**config.mk**
```make
export PLATFORM = sky130hd
export DESIGN_NAME = arinc_rx_deser
export DESIGN_NICKNAME = d
export VERILOG_FILES = /design/src/rtl/arx_pkg.sv /design/src/rtl/arx_sampler.sv /design/src/rtl/arx_shifter.sv /design/src/rtl/arx_hold.sv /design/src/rtl/arinc_rx_deser.sv
export SDC_FILE = /design/constraint.sdc
export NUM_CORES = 1
export LEC_CHECK = 0
export ABC_AREA = 1
export ABC_CLOCK_PERIOD_IN_PS = 1950
export BUFFER_PORTS_ARGS = -buffer_cell sky130_fd_sc_hd__buf_2
export CORE_AREA = 10 10 110 112
export DETAILED_ROUTE_END_ITERATION = 6
export DIE_AREA = 0 0 120 122
export PLACE_DENSITY = 0.78
export SLEW_MARGIN = 10
export SYNTH_ARGS = -nofsm -noshare
export SYNTH_HDL_FRONTEND = slang
export SYNTH_SLANG_ARGS = --single-unit
```
**constraint.sdc**
```tcl
create_clock -name clk -period 1.95 [get_ports clk]
set_input_delay 0.0975 -clock clk [delete_from_list [all_inputs] [get_ports clk]]
set_output_delay 0.0975 -clock clk [all_outputs]
set_load 0.02 [all_outputs]
```
**src/rtl/arx_pkg.sv**
```systemverilog
package arx_pkg;
    localparam int HALF_W = 16;

    typedef enum logic [1:0] {
        LS_NULL = 2'd0,
        LS_HI   = 2'd1,
        LS_LO   = 2'd2
    } line_e;
endpackage

```
**src/rtl/arx_sampler.sv**
```systemverilog
module arx_sampler
    import arx_pkg::*;
#(
    parameter int OVERSAMPLE = 10,
    parameter int SLOW_DIV   = 8,
    parameter int GAP_BITS   = 2
) (
    input  logic clk,
    input  logic rst_n,
    input  logic line_hi,
    input  logic line_lo,
    input  logic rate_slow,
    output logic bit_stb,
    output logic bit_val,
    output logic gap_stb
);
    localparam int GAP_SAMPLES = GAP_BITS * OVERSAMPLE;
    localparam int PW = (SLOW_DIV > 1) ? $clog2(SLOW_DIV) : 1;
    localparam int RW = $clog2(GAP_SAMPLES + 1);

    typedef struct packed {
        logic [PW-1:0] presc;
        line_e         prev;
        logic          armed;
        logic [RW-1:0] run;
        logic          bit_stb;
        logic          bit_val;
        logic          gap_stb;
    } smp_t;

    smp_t  smp_q, smp_d;
    line_e cls;
    logic  tick;

    always_comb begin
        smp_d         = smp_q;
        smp_d.bit_stb = 1'b0;
        smp_d.gap_stb = 1'b0;
        tick          = !rate_slow || (smp_q.presc == PW'(SLOW_DIV - 1));
        if (rate_slow) smp_d.presc = tick ? '0 : smp_q.presc + 1'b1;
        else           smp_d.presc = '0;

        if (line_hi && !line_lo)      cls = LS_HI;
        else if (line_lo && !line_hi) cls = LS_LO;
        else                          cls = LS_NULL;

        if (tick) begin
            smp_d.prev = cls;
            if (cls == LS_NULL) begin
                smp_d.armed = 1'b1;
                if (smp_q.run != RW'(GAP_SAMPLES)) smp_d.run = smp_q.run + 1'b1;
                if (smp_q.run == RW'(GAP_SAMPLES - 1)) smp_d.gap_stb = 1'b1;
            end else begin
                smp_d.run = '0;
                if (cls == smp_q.prev && smp_q.armed) begin
                    smp_d.bit_stb = 1'b1;
                    smp_d.bit_val = (cls == LS_HI);
                    smp_d.armed   = 1'b0;
                end
            end
        end
    end

    always_ff @(posedge clk) begin
        if (!rst_n) begin
            smp_q       <= '0;
            smp_q.prev  <= LS_NULL;
            smp_q.run   <= RW'(GAP_SAMPLES);
        end else begin
            smp_q <= smp_d;
        end
    end

    assign bit_stb = smp_q.bit_stb;
    assign bit_val = smp_q.bit_val;
    assign gap_stb = smp_q.gap_stb;

    p_one_bit_per_pulse_r3: assert property (@(posedge clk) disable iff (!rst_n)
        bit_stb |=> !bit_stb);

    p_gap_excludes_bit_r4: assert property (@(posedge clk) disable iff (!rst_n)
        !(bit_stb && gap_stb));
endmodule

```
**src/rtl/arx_shifter.sv**
```systemverilog
module arx_shifter #(
    parameter int LONG_LEN  = 32,
    parameter int SHORT_LEN = 25
) (
    input  logic                clk,
    input  logic                rst_n,
    input  logic                bit_stb,
    input  logic                bit_val,
    input  logic                gap_stb,
    input  logic                len_short,
    output logic                done,
    output logic [LONG_LEN-1:0] word,
    output logic                par_stat,
    output logic                word_short
);
    localparam int CW = $clog2(LONG_LEN);

    typedef struct packed {
        logic [LONG_LEN-1:0] bits;
        logic [CW-1:0]       cnt;
        logic                par;
        logic                done;
        logic [LONG_LEN-1:0] word;
        logic                par_stat;
        logic                word_short;
    } shf_t;

    shf_t                shf_q, shf_d;
    logic [LONG_LEN-1:0] merged;
    logic                last;

    always_comb begin
        shf_d      = shf_q;
        shf_d.done = 1'b0;
        merged     = shf_q.bits;
        merged[shf_q.cnt] = bit_val;
        last = len_short ? (shf_q.cnt == CW'(SHORT_LEN - 1))
                         : (shf_q.cnt == CW'(LONG_LEN - 1));
        if (bit_stb) begin
            if (last) begin
                shf_d.done       = 1'b1;
                shf_d.word       = merged;
                shf_d.par_stat   = ~(shf_q.par ^ bit_val);
                shf_d.word_short = len_short;
                shf_d.bits       = '0;
                shf_d.cnt        = '0;
                shf_d.par        = 1'b0;
            end else begin
                shf_d.bits = merged;
                shf_d.cnt  = shf_q.cnt + 1'b1;
                shf_d.par  = shf_q.par ^ bit_val;
            end
        end else if (gap_stb) begin
            shf_d.bits = '0;
            shf_d.cnt  = '0;
            shf_d.par  = 1'b0;
        end
    end

    always_ff @(posedge clk) begin
        if (!rst_n) shf_q <= '0;
        else        shf_q <= shf_d;
    end

    assign done       = shf_q.done;
    assign word       = shf_q.word;
    assign par_stat   = shf_q.par_stat;
    assign word_short = shf_q.word_short;

    p_done_follows_bit_r2: assert property (@(posedge clk) disable iff (!rst_n)
        done |-> $past(bit_stb));

    p_done_single_r2: assert property (@(posedge clk) disable iff (!rst_n)
        done |=> !done);
endmodule

```
**src/rtl/arx_hold.sv**
```systemverilog
module arx_hold
    import arx_pkg::*;
#(
    parameter int LONG_LEN = 32,
    parameter int SD_X_IDX = 8,
    parameter int SD_Y_IDX = 9
) (
    input  logic                clk,
    input  logic                rst_n,
    input  logic                done,
    input  logic [LONG_LEN-1:0] word,
    input  logic                par_stat,
    input  logic                word_short,
    input  logic                sd_enable,
    input  logic                sd_x,
    input  logic                sd_y,
    input  logic                rd_sel,
    input  logic                rd_en,
    output logic [HALF_W-1:0]   rd_data,
    output logic                word_ready
);
    typedef struct packed {
        logic [LONG_LEN-1:0] bits;
        logic                par;
        logic                short_fmt;
        logic                ready;
    } hld_t;

    hld_t              hld_q, hld_d;
    logic              sd_ok;
    logic [HALF_W-1:0] half1, half2;

    always_comb begin
        hld_d = hld_q;
        sd_ok = word_short || !sd_enable ||
                (word[SD_X_IDX] == sd_x && word[SD_Y_IDX] == sd_y);
        if (done && sd_ok) begin
            hld_d.bits      = word;
            hld_d.par       = par_stat;
            hld_d.short_fmt = word_short;
            hld_d.ready     = 1'b1;
        end else if (rd_en && rd_sel) begin
            hld_d.ready = 1'b0;
        end
    end

    always_ff @(posedge clk) begin
        if (!rst_n) hld_q <= '0;
        else        hld_q <= hld_d;
    end

    always_comb begin
        half1 = '0;
        half2 = '0;
        half1[7:0] = hld_q.bits[7:0];
        half1[8]   = hld_q.par;
        if (hld_q.short_fmt) begin
            half2[HALF_W-1:1] = hld_q.bits[23:9];
            half2[0]          = hld_q.bits[8];
        end else begin
            half1[9]  = hld_q.bits[29];
            half1[10] = hld_q.bits[30];
            half1[11] = hld_q.bits[8];
            half1[12] = hld_q.bits[9];
            half1[13] = hld_q.bits[10];
            half1[14] = hld_q.bits[11];
            half1[15] = hld_q.bits[12];
            half2[15]   = hld_q.bits[28];
            half2[14]   = hld_q.bits[27];
            half2[13:0] = hld_q.bits[26:13];
        end
        if (!rd_en)      rd_data = '0;
        else if (rd_sel) rd_data = half2;
        else             rd_data = half1;
    end

    assign word_ready = hld_q.ready;

    p_ready_from_word_r2: assert property (@(posedge clk) disable iff (!rst_n)
        $rose(word_ready) |-> $past(done));

    p_ready_fall_on_read_r12: assert property (@(posedge clk) disable iff (!rst_n)
        $fell(word_ready) |-> $past(rd_en && rd_sel));

    p_filter_blocks_r8: assert property (@(posedge clk) disable iff (!rst_n)
        (done && !word_short && sd_enable && word[SD_X_IDX] != sd_x && !word_ready)
        |=> !word_ready);
endmodule

```
**src/rtl/arinc_rx_deser.sv**
```systemverilog
module arinc_rx_deser (
    input  logic        clk,
    input  logic        rst_n,
    input  logic        line_hi,
    input  logic        line_lo,
    input  logic        rate_slow,
    input  logic        len_short,
    input  logic        sd_enable,
    input  logic        sd_x,
    input  logic        sd_y,
    input  logic        rd_sel,
    input  logic        rd_en,
    output logic [15:0] rd_data,
    output logic        word_ready
);
    localparam int LONG_LEN  = 32;
    localparam int SHORT_LEN = 25;

    logic                bit_stb, bit_val, gap_stb;
    logic                done, par_stat, word_short;
    logic [LONG_LEN-1:0] word;

    arx_sampler #(
        .OVERSAMPLE (10),
        .SLOW_DIV   (8),
        .GAP_BITS   (2)
    ) u_sampler (
        .clk       (clk),
        .rst_n     (rst_n),
        .line_hi   (line_hi),
        .line_lo   (line_lo),
        .rate_slow (rate_slow),
        .bit_stb   (bit_stb),
        .bit_val   (bit_val),
        .gap_stb   (gap_stb)
    );

    arx_shifter #(
        .LONG_LEN  (LONG_LEN),
        .SHORT_LEN (SHORT_LEN)
    ) u_shifter (
        .clk        (clk),
        .rst_n      (rst_n),
        .bit_stb    (bit_stb),
        .bit_val    (bit_val),
        .gap_stb    (gap_stb),
        .len_short  (len_short),
        .done       (done),
        .word       (word),
        .par_stat   (par_stat),
        .word_short (word_short)
    );

    arx_hold #(
        .LONG_LEN (LONG_LEN),
        .SD_X_IDX (8),
        .SD_Y_IDX (9)
    ) u_hold (
        .clk        (clk),
        .rst_n      (rst_n),
        .done       (done),
        .word       (word),
        .par_stat   (par_stat),
        .word_short (word_short),
        .sd_enable  (sd_enable),
        .sd_x       (sd_x),
        .sd_y       (sd_y),
        .rd_sel     (rd_sel),
        .rd_en      (rd_en),
        .rd_data    (rd_data),
        .word_ready (word_ready)
    );
endmodule

```
==> impl_metrics.csv <==
group,metric,value,unit
sta,rsz0062_at_grt,"no",
clocking,clock_tree_from_tritoncts,"done",
logic_synthesis,synth.lib_cells_used.distinct,28,
worst_setup_path,path_class,"reg2out",
grt,overflow,0,
logic_synthesis,most_numerous_cell_in_the_yosys_netlist,"nand2_1",
worst_setup_path,reg2reg_depth,7,
detailed_routing,remaining_drc_errors,0,
worst_setup_path,timing.reg2reg.setup_slack,0.20,ns
power_and_ir_drop,power.static_leakage,0.002960,µW
final_layout,antennaDiodeCount,0,
sta,fmaxAchievable,550.4,MHz
logic_synthesis,synth_top_family_by_area,"simple AND/OR/NAND/NOR gates",
placed_design,numPortBuffers,27,
logic_synthesis,synth_compound_area_share,11.62,%
detailed_routing,drt-vias-per-instance,5.528,
logic_synthesis,yosys.area_share.simple,35.34,%
logic_synthesis,async_s_r_ff_share_synth,0,%
worst_setup_path,path_depth,5,
worst_setup_path,critical-path-top-delay-family,"buffers and inverters",
clocking,cts-htree-levels,4,
status,run_status,"complete, no violations",
logic_synthesis,syn_area,5956,µm²
sta,relative_slew_margins,50.32,%
detailed_routing,vias,5810,
clocking,cts_num_sinks,119,
worst_setup_path,crit_path_end_kind,"output pin",
min_path,hold-path-cell-count,4,
worst_setup_path,path_cells,"inv_2, buf_4, o221ai_1, nor2_1, buf_2",
worst_setup_path,cp.required,1.85,ns
grt,grt_start_max_net_pins,68,
grt,first_global_vias,5325,
logic_synthesis,synth-seq-cells,119,
logic_synthesis,cells_after_synthesis,900,
logic_synthesis,avgSynthCellArea,6.617,µm²
sta,final.setup.worst_slack,0.1332,ns
detailed_routing,drt_pre_antenna_iters,6,
clocking,clock_latency,0.52,ns
sta,timing.setup.tns,0,ns
power_and_ir_drop,power.density,856.5,nW/µm²
worst_setup_path,cp-startpoint,"u_hold.hld_q[1]",
grt,grt_first_pass_wirelength,24610,µm
floorplan,design.die.area,14640,µm²
detailed_routing,routed_wirelength,14430,µm
power_and_ir_drop,overall_power_consumption,5776,µW
logic_synthesis,synth.top_cells.by_count,"nand2_1, dfxtp_1, nor2_1",
grt,grt_usage,19.93,%
sta,setup_viol,0,
final_layout,final_stage_net_count,923,
logic_synthesis,synthesis.nets,921,
sta,whs,0.01921,ns
sta,fin_skew,0.007637,ns
final_layout,proportion_of_layout_cells_with_a_drive_suffix_above_1,10.27,%
worst_setup_path,crit_path_max_fanout,18,
sta,timing.final.crit_share,93.17,%
logic_synthesis,post_synth_edffs,0,
final_layout,final_cell_count_no_fill,1051,
worst_setup_path,cp.arrival,1.72,ns
placed_design,dp_hpwl,9473,µm
flow_run,max_cap_violations,0,
logic_synthesis,arithmetic_cell_share_of_the_synthesized_area_counting_full_adders_half_adders_and_majority_gates,2.101,%
worst_setup_path,r2r_start,"u_shifter.shf_q[36]",
logic_synthesis,yosysWarningCount,0,
placed_design,gp_congestion,0.9006,
min_path,holdCritPathClass,"in2reg",
final_layout,syn2layout_area_growth,13.24,%
floorplan,die_w,120,µm
clocking,cts_buffer_depth,2,
placed_design,dp_worst_setup_slack,0.2879,ns
floorplan,start_util,59.29,%
power_and_ir_drop,irDropWorstVdd,0.0004956,V
logic_synthesis,share_of_the_synthesized_area_in_the_top_cell_type,40.00,%
worst_setup_path,regToRegEndpoint,"u_shifter.word[20]",
worst_setup_path,worst_path_largest_cell_delay,0.44,ns
clocking,postCtsSetupBuffers,0,
placed_design,place_inst,1017,
floorplan,core_area,10050,µm²
clocking,number_of_clock_buffers_inserted_by_tritoncts,17,
clocking,path_clk_slew,0.06,ns
detailed_routing,detailed_route_iter0_violations,715,
worst_setup_path,critPathCapture,"rd_data[10]",
detailed_routing,avgRoutedWirePerCell,13.73,µm
floorplan,row_count,37,
logic_synthesis,synth_area_leader_cell,"dfxtp_1",
worst_setup_path,critPathBufInv,3,
logic_synthesis,synth-main-ff-cell,"dfxtp_1",
sta,final_slew_viol_count,0,
worst_setup_path,worst_path_max_delay_cell,"dfxtp_2",
floorplan,top_level_ports,28,
sta,worst_slew_pin_slew,0.7444,ns
grt,grt_antenna_before_repair,0,
worst_setup_path,kind_of_start_point_of_the_critical_path,"flip-flop",
logic_synthesis,synth_xor_xnor_area_share,0.7353,%
clocking,cts_root_buffer,"clkbuf_8",
floorplan,die_h,122,µm
logic_synthesis,seq_area_frac_synth,40.00,%
logic_synthesis,yosys-mux-area-fraction,0,%
logic_synthesis,top_cells_by_area_in_the_synthesized_netlist,"dfxtp_1, nand2_1, a21oi_1",
sta,minimum_period_implied_by_the_final_worst_setup_slack,1.817,ns
sta,hold_violations,0,
detailed_routing,drtAntennaViolNets,0,
==> where the power goes <==
group / total (µW) / switching, µW / internal [µW]
combinational: 286 / 194 / 91.3
clock: 3030 / 1090 / 1940
sequential: 2460 / 12.9 / 2450
total: 5780 / 1300 / 4470
==> worst reg2reg max path: cells and delay by family (launching register included) <==
| kind | cells | cell delay (ns) |
|---|---|---|
| compound gates | 1 | 0.18 |
| simple gates | 4 | 0.40 |
| flops | 1 | 0.37 |
| buf+inv | 1 | 0.15 |
| fa+ha+maj | 1 | 0.53 |
==> area by class of cell <==
cell class,count,area [µm²]
clock inverter,13,156.4
timing repair buffer,52,377.9
multi-input combinational,642,2970
fill,898,3302
sequential,119,2385
inverter,70,262.8
tap,136,170.2
clock buffer,19,421.7
==> metal layers <==
layer | GRT usage (%) | wire (µm) | vias to the layer above
met5 | 0 | 0 | -
li1 | - | - | 2941
met3 | 4.995 | 926 | 34
met2 | 33.01 | 6929 | 227
met1 | 24.16 | 6279 | 2608
met4 | 8.673 | 293 | 0
==> kinds of logic after synthesis <==
kind of cell | after synthesis
xor+xnor | 5
buf+inv | 139
simple gates | 495
flops | 119
compound gates | 132
fa+ha+maj | 10
==> flip-flops by register name, indices dropped and copies added (netlist names) <==
| name | count |
|---|---|
| u_shifter.shf_q | 37 |
| u_shifter.word | 31 |
| u_hold.hld_q | 24 |
| u_sampler.smp_q | 11 |
| u_hold.half1 | 9 |
| u_hold.word_ready | 1 |
| u_sampler.bit_stb | 1 |
| u_sampler.bit_val | 1 |
| u_sampler.gap_stb | 1 |
| u_shifter.done | 1 |
| u_shifter.par_stat | 1 |
| u_shifter.word_short | 1 |
==> repair_timing <==
action / in CTS / in global routing
resized for setup: 1 / 2
endpoints found under the hold margin: 9 / 0
endpoints found under the setup margin: 7 / 7
hold buffers: 2 / 0
==> placed cells by master, fill, tap and decap left out, types with 5 or more instances in the layout <==
cell and n:
dfxtp_1 117, a21oi_1 102, buf_2 27, nand3_1 89
nand4_1 41, o21ai_0 19, clkinv_2 5, ha_1 10
nor2_1 116, nand2_1 236, inv_1 64, o221ai_1 7
buf_4 19, clkbuf_16 16
==> worst min-delay path by stage <==
| stage | from | slack [ns] | to |
|---|---|---|---|
| finish | line_hi | 0.02 | u_sampler.bit_val |
| CTS | line_hi | 0.005 | u_sampler.bit_val |
| floorplan | len_short | 0.23 | u_shifter.word_short |
| global placement | u_sampler.smp_q[11] | 0.41 | u_sampler.smp_q[11] |
| global route | line_hi | 0.04 | u_sampler.bit_val |
| detailed placement | len_short | 0.41 | u_shifter.word_short |
==> through the flow <==
stage / util, % / cell area (µm²)
final: 67.13 / 6744
after global routing: 67.13 / 6744
after CTS: 67.11 / 6741
after detailed placement: 61.14 / 6142
after global placement: 61.14 / 6142
after floorplan: - / 5956
Power figures use the tool's default switching activity.
